==> config.mk <==
export PLATFORM = sky130hd
export DESIGN_NAME = rmii_rx_deser
export DESIGN_NICKNAME = d
export VERILOG_FILES = /design/src/rtl/rmii_rx_pkg.sv /design/src/rtl/rmii_sfd_hunt.sv /design/src/rtl/rmii_byte_pack.sv /design/src/rtl/rmii_frame_out.sv /design/src/rtl/rmii_rx_deser.sv
export SDC_FILE = /design/constraint.sdc
export NUM_CORES = 1
export LEC_CHECK = 0
export ABC_CLOCK_PERIOD_IN_PS = 2250
export CORE_MARGIN = 4
export CORE_UTILIZATION = 30
export DETAILED_ROUTE_END_ITERATION = 12
export DONT_BUFFER_PORTS = 1
export GPL_TIMING_DRIVEN = 0
export PLACE_DENSITY = 0.48
export SLEW_MARGIN = 10
export SYNTH_ARGS = -nofsm -noshare
export SYNTH_HDL_FRONTEND = slang
export SYNTH_SLANG_ARGS = --single-unit
==> constraint.sdc <==
create_clock -name clk_i -period 2.25 [get_ports clk_i]
set_clock_uncertainty 0.15 [all_clocks]
set_input_delay 0.1125 -clock clk_i [delete_from_list [all_inputs] [get_ports clk_i]]
set_output_delay 0.1125 -clock clk_i [all_outputs]
set_load 0.05 [all_outputs]
==> src/rtl/rmii_rx_pkg.sv <==
package rmii_rx_pkg;

  typedef enum logic [2:0] {
    ST_IDLE,
    ST_HUNT,
    ST_PRE,
    ST_BODY,
    ST_DROP
  } align_st_e;

  localparam logic [1:0] DIBIT_ZERO = 2'b00;
  localparam logic [1:0] DIBIT_PRE  = 2'b01;
  localparam logic [1:0] DIBIT_SFD  = 2'b11;

endpackage

==> src/rtl/rmii_sfd_hunt.sv <==
module rmii_sfd_hunt
  import rmii_rx_pkg::*;
#(
  parameter int MIN_PRE = 4
) (
  input  logic       clk_i,
  input  logic       rst_ni,
  input  logic       crs_dv_i,
  input  logic [1:0] rxd_i,
  output logic       body_o,
  output logic       frame_end_o
);

  localparam int PCW = $clog2(MIN_PRE + 1);
  localparam logic [PCW-1:0] PRE_SAT = PCW'(MIN_PRE);

  align_st_e      st_q, st_n;
  logic [PCW-1:0] run_q, run_n;

  always_comb begin
    st_n  = st_q;
    run_n = run_q;
    if (!crs_dv_i) begin
      st_n  = ST_IDLE;
      run_n = '0;
    end else begin
      unique case (st_q)
        ST_IDLE, ST_HUNT: begin
          if (rxd_i == DIBIT_ZERO) begin
            st_n = ST_HUNT;
          end else if (rxd_i == DIBIT_PRE) begin
            st_n  = ST_PRE;
            run_n = PCW'(1);
          end else begin
            st_n = ST_DROP;
          end
        end
        ST_PRE: begin
          if (rxd_i == DIBIT_PRE) begin
            if (run_q != PRE_SAT) run_n = run_q + PCW'(1);
          end else if (rxd_i == DIBIT_SFD && run_q == PRE_SAT) begin
            st_n = ST_BODY;
          end else begin
            st_n = ST_DROP;
          end
        end
        ST_BODY: st_n = ST_BODY;
        default: st_n = ST_DROP;
      endcase
    end
  end

  always_ff @(posedge clk_i or negedge rst_ni) begin
    if (!rst_ni) begin
      st_q  <= ST_IDLE;
      run_q <= '0;
    end else begin
      st_q  <= st_n;
      run_q <= run_n;
    end
  end

  assign body_o      = (st_q == ST_BODY) && crs_dv_i;
  assign frame_end_o = (st_q == ST_BODY) && !crs_dv_i;

endmodule

==> src/rtl/rmii_byte_pack.sv <==
module rmii_byte_pack #(
  parameter int DATA_W = 8
) (
  input  logic              clk_i,
  input  logic              rst_ni,
  input  logic              take_i,
  input  logic [1:0]        rxd_i,
  output logic              byte_done_o,
  output logic [DATA_W-1:0] byte_o,
  output logic              partial_o
);

  localparam int DIBITS = DATA_W / 2;
  localparam int CW     = (DIBITS > 1) ? $clog2(DIBITS) : 1;
  localparam logic [CW-1:0] LAST_IDX = CW'(DIBITS - 1);

  logic [DATA_W-1:0] sh_q, sh_n;
  logic [CW-1:0]     cnt_q, cnt_n;

  always_comb begin
    sh_n  = {rxd_i, sh_q[DATA_W-1:2]};
    cnt_n = '0;
    if (take_i && cnt_q != LAST_IDX) cnt_n = cnt_q + CW'(1);
  end

  always_ff @(posedge clk_i or negedge rst_ni) begin
    if (!rst_ni) begin
      sh_q  <= '0;
      cnt_q <= '0;
    end else begin
      if (take_i) sh_q <= sh_n;
      cnt_q <= cnt_n;
    end
  end

  assign byte_done_o = take_i && (cnt_q == LAST_IDX);
  assign byte_o      = sh_n;
  assign partial_o   = (cnt_q != '0);

endmodule

==> src/rtl/rmii_frame_out.sv <==
module rmii_frame_out #(
  parameter int DATA_W = 8
) (
  input  logic              clk_i,
  input  logic              rst_ni,
  input  logic              crs_dv_i,
  input  logic              rx_er_i,
  input  logic              byte_done_i,
  input  logic [DATA_W-1:0] byte_i,
  input  logic              frame_end_i,
  input  logic              partial_i,
  output logic              vld_o,
  output logic [DATA_W-1:0] data_o,
  output logic              sof_o,
  output logic              eof_o,
  output logic              err_o,
  output logic              align_o
);

  logic              err_q, err_n;
  logic              pv_q, pv_n;
  logic [DATA_W-1:0] pd_q, pd_n;
  logic              pf_q, pf_n;
  logic              vld_n, sof_n, eof_n, oerr_n, align_n;
  logic [DATA_W-1:0] data_n;
  logic              pend_en;

  always_comb begin
    err_n   = crs_dv_i ? (err_q | rx_er_i) : 1'b0;
    pv_n    = pv_q;
    pd_n    = pd_q;
    pf_n    = pf_q;
    pend_en = 1'b0;
    vld_n   = 1'b0;
    data_n  = '0;
    sof_n   = 1'b0;
    eof_n   = 1'b0;
    oerr_n  = 1'b0;
    align_n = 1'b0;
    if (frame_end_i) begin
      if (pv_q) begin
        vld_n   = 1'b1;
        data_n  = pd_q;
        sof_n   = pf_q;
        eof_n   = 1'b1;
        oerr_n  = err_q;
        align_n = partial_i;
      end
      pv_n = 1'b0;
    end else if (byte_done_i) begin
      if (pv_q) begin
        vld_n  = 1'b1;
        data_n = pd_q;
        sof_n  = pf_q;
      end
      pend_en = 1'b1;
      pd_n    = byte_i;
      pf_n    = !pv_q;
      pv_n    = 1'b1;
    end else if (!crs_dv_i) begin
      pv_n = 1'b0;
    end
  end

  always_ff @(posedge clk_i or negedge rst_ni) begin
    if (!rst_ni) begin
      err_q   <= 1'b0;
      pv_q    <= 1'b0;
      pd_q    <= '0;
      pf_q    <= 1'b0;
      vld_o   <= 1'b0;
      data_o  <= '0;
      sof_o   <= 1'b0;
      eof_o   <= 1'b0;
      err_o   <= 1'b0;
      align_o <= 1'b0;
    end else begin
      err_q <= err_n;
      pv_q  <= pv_n;
      if (pend_en) begin
        pd_q <= pd_n;
        pf_q <= pf_n;
      end
      vld_o   <= vld_n;
      data_o  <= data_n;
      sof_o   <= sof_n;
      eof_o   <= eof_n;
      err_o   <= oerr_n;
      align_o <= align_n;
    end
  end

endmodule

==> src/rtl/rmii_rx_deser.sv <==
module rmii_rx_deser #(
  parameter int DATA_W  = 8,
  parameter int MIN_PRE = 4
) (
  input  logic              clk_i,
  input  logic              rst_ni,
  input  logic              crs_dv_i,
  input  logic [1:0]        rxd_i,
  input  logic              rx_er_i,
  output logic              byte_valid_o,
  output logic [DATA_W-1:0] byte_data_o,
  output logic              byte_sof_o,
  output logic              byte_eof_o,
  output logic              byte_err_o,
  output logic              byte_align_o
);

  logic              body;
  logic              frame_end;
  logic              byte_done;
  logic [DATA_W-1:0] byte_w;
  logic              partial;

  rmii_sfd_hunt #(.MIN_PRE(MIN_PRE)) u_hunt (
    .clk_i       (clk_i),
    .rst_ni      (rst_ni),
    .crs_dv_i    (crs_dv_i),
    .rxd_i       (rxd_i),
    .body_o      (body),
    .frame_end_o (frame_end)
  );

  rmii_byte_pack #(.DATA_W(DATA_W)) u_pack (
    .clk_i       (clk_i),
    .rst_ni      (rst_ni),
    .take_i      (body),
    .rxd_i       (rxd_i),
    .byte_done_o (byte_done),
    .byte_o      (byte_w),
    .partial_o   (partial)
  );

  rmii_frame_out #(.DATA_W(DATA_W)) u_out (
    .clk_i       (clk_i),
    .rst_ni      (rst_ni),
    .crs_dv_i    (crs_dv_i),
    .rx_er_i     (rx_er_i),
    .byte_done_i (byte_done),
    .byte_i      (byte_w),
    .frame_end_i (frame_end),
    .partial_i   (partial),
    .vld_o       (byte_valid_o),
    .data_o      (byte_data_o),
    .sof_o       (byte_sof_o),
    .eof_o       (byte_eof_o),
    .err_o       (byte_err_o),
    .align_o     (byte_align_o)
  );

endmodule

==> flow_metrics.tcl <==
set metrics [dict create \
    gp_congestion 0.8542 \
    final_cell_area_um2 1846 \
    critPathKind "reg -> reg" \
    status "completed" \
    final_max_slew_viol_count 0 \
    clk_pin_slew_ps 80 \
    cp.required_ps 2280 \
    cts-root-buf "clkbuf_8" \
    n_antenna_cell 0 \
    path_max_fanout 5 \
    period_minus_slack_ps 1831 \
    clk_latency_ps 290 \
    overflow 0 \
    cts.sinks 38 \
    wl_per_cell_um 13.78 \
    cp_top_family "compound AO/OA/AOI/OAI gates" \
    io_pins 19 \
    drive_gt1_frac 0.1250 \
    drtAntennaViolNets 0 \
    critPathLaunchType "flip-flop" \
    synth_top_family_by_area "simple AND/OR/NAND/NOR gates" \
    drtIter0Drc 14 \
    hold_viol 0 \
    power_per_cell_area_nw_per_um2 681.0 \
    core_area_um2 5140 \
    dieArea_um2 6539 \
    cts_setup_buffers 0 \
    synth_ff_type "dfrtp_1" \
    vias 959 \
    synthAdderAreaFrac 0.03142 \
    cts-resized-gates 0 \
    first_pass_iters 4 \
    cts_tree "done" \
    grt_pass1_wl_um 4857 \
    yosys.cell_types.count 33 \
    ys.warnings.count 0 \
    ys_seq_area_frac 0.5970 \
    antenna_found_initial 0 \
    multi_input_area_um2 606.8 \
    max_freq_mhz 546.0 \
    synth_xor_area_frac 0 \
    rows 26 \
    min_path_type "in -> reg" \
    max_stage_delay_ps 400 \
    max-vdd-ir-drop_uv 291.1 \
    grt_usage 0.09962 \
    tns_ps 0 \
    worst_slew_pin_slew_ps 550.2 \
    fillers 541 \
    layout.nets 145 \
    regArea_um2 950.9 \
    numCtsBuffers 5 \
    hold_slack_ps 7.055 \
    post_dp_cell_area_um2 1680 \
    synth_edf_count 0 \
    yosys.area_share.simple 0.1791 \
    muxShareOfSynthArea 0.1053 \
    rsz0062_at_grt "no" \
    end_kind "flip-flop" \
    synth-async-reset-ratio 1.000 \
    netlist_area_um2 1593 \
    cap_violations 0 \
    fp.dieH_um 80.87 \
    synth_compound_area_frac 0.06520 \
    grt_max_degree 39 \
    crit_chain "inv_1, ha_1, and2_1, o311a_1, a2111oi_2" \
    dp_hpwl_um 1847 \
    grt_pass1_vias 1019 \
    power_mw 1.257 \
    die_x_um 80.87 \
    power.leakage_nw 0.9050 \
    vias_per_cell 4.655 \
    synth_nets 132 \
    maxSlewHeadroom 0.6317 \
    netlist_instances 122 \
    finalSetupViolCount 0 \
    start_util 0.3099 \
    area_growth_pct 15.87 \
    post-route-period-util 0.8139 \
    path_buf_inv 1 \
    cts_buffer_depth 2 \
    wl_um 2839 \
    cp_slowest_cell "dfrtp_1" \
    drc 0 \
    arrival_ps 1860 \
    synth-seq-cells 38 \
    hold_buffers 6 \
    syn_area_per_cell_um2 13.06 \
    port_buffers 0 \
    htreeDepth 2 \
]
==> layout make-up <==
class	instances	share of cell area
multi-input cells	75	0.3288
inverters	8	0.01627
repair buffers	6	0.03797
plain buffers	1	0.002712
clock inverters	2	0.006780
clock buffers	6	0.04475
well taps	70	0.04746
flip-flops and latches	38	0.5153
==> power breakdown <==
group	internal [mW]	switching, mW
Sequential	0.690	0.00983
Clock	0.246	0.247
Combinational	0.0268	0.0363
==> synthesized netlist by cell type, types with 2 or more instances <==
cell type | n | share of area
dfrtp_1 | 38 | 0.60
mux2_1 | 13 | 0.092
and2_1 | 12 | 0.047
inv_1 | 8 | 0.019
nand2_1 | 5 | 0.012
ha_1 | 4 | 0.031
nand2b_1 | 4 | 0.016
nor2_1 | 4 | 0.0094
a21oi_1 | 3 | 0.0094
and3_1 | 3 | 0.012
nor2b_1 | 3 | 0.012
nand4_1 | 2 | 0.0079
nor3_1 | 2 | 0.0063
o211ai_1 | 2 | 0.0094
==> sequential cells by signal, summed over array words and instances, names as in the netlist, 2 cells and up <==
register	flops
u_hunt.run_q	3
u_hunt.st_q	3
u_out.data_o	8
u_out.pd_q	8
u_pack.cnt_q	2
u_pack.sh_q	6
==> final timing paths <==
check	startpoint	to	slack, ps	depth (start not counted)
setup / recovery	u_hunt.run_q[0]	u_hunt.run_q[0]	420	5
hold / removal	rxd_i[0]	u_hunt.run_q[1]	7	3
setup reg to reg	u_hunt.run_q[0]	u_hunt.run_q[0]	420	5
hold reg to reg	u_out.pd_q[0]	u_out.data_o[0]	330	1
max in group asynchronous	rst_ni	u_out.err_o	1630	2
min in group asynchronous	rst_ni	u_out.data_o[3]	130	2
==> routing by layer <==
| metal | routed length [um] | vias up | GRT usage |
|---|---|---|---|
| met3 | 161 | 5 | 0.03215 |
| met1 | 1278 | 480 | 0.1179 |
| met5 | 0 | - | 0 |
| met4 | 52 | 0 | 0.05068 |
| li1 | - | 452 | - |
| met2 | 1347 | 22 | 0.1617 |
==> through the flow <==
step                  util  std cells  worst slack [ps]
finish              0.3591        206             418.6
global route        0.3591        206             326.5
CTS                 0.3591        206             404.2
detailed placement  0.3269        192             424.7
global placement    0.3269        192             471.7
floorplan                -        122             573.9
==> worst register-to-register path: cells and delay by family (launching register included) <==
kind,cells,cell delay [ps]
compound gates,2,630
flops,1,400
fa+ha+maj,1,260
simple gates,1,190
buf+inv,1,100
==> logic make-up after synthesis <==
| family | after synthesis |
|---|---|
| and+or+nand+nor | 43 |
| DFF | 38 |
| muxes | 15 |
| AOI/OAI and AO/OA | 13 |
| buffers and inverters | 9 |
| adders and majority gates | 4 |
==> layout by cell type, fill, tap and decap left out, drive strengths merged <==
cell         instances
dfrtp               38
mux2                14
and2                12
inv                  8
clkbuf               6
nand2                6
dlygate4sd3          5
nor2                 4
nand2b               4
ha                   4
nor2b                3
and3                 3
a21oi                3
nor3                 2
nand4                2
o211ai               2
buf                  2
nor4b                1
and3b                1
nor3b                1
o21ai                1
a41o                 1
nand3                1
and4bb               1
or3b                 1
a31oi                1
o221ai               1
a21bo                1
o31a                 1
nor4                 1
o311a                1
a2111oi              1
mux2i                1
clkinvlp             1
clkinv               1
Note: power is estimated with default switching activity, not from simulation.
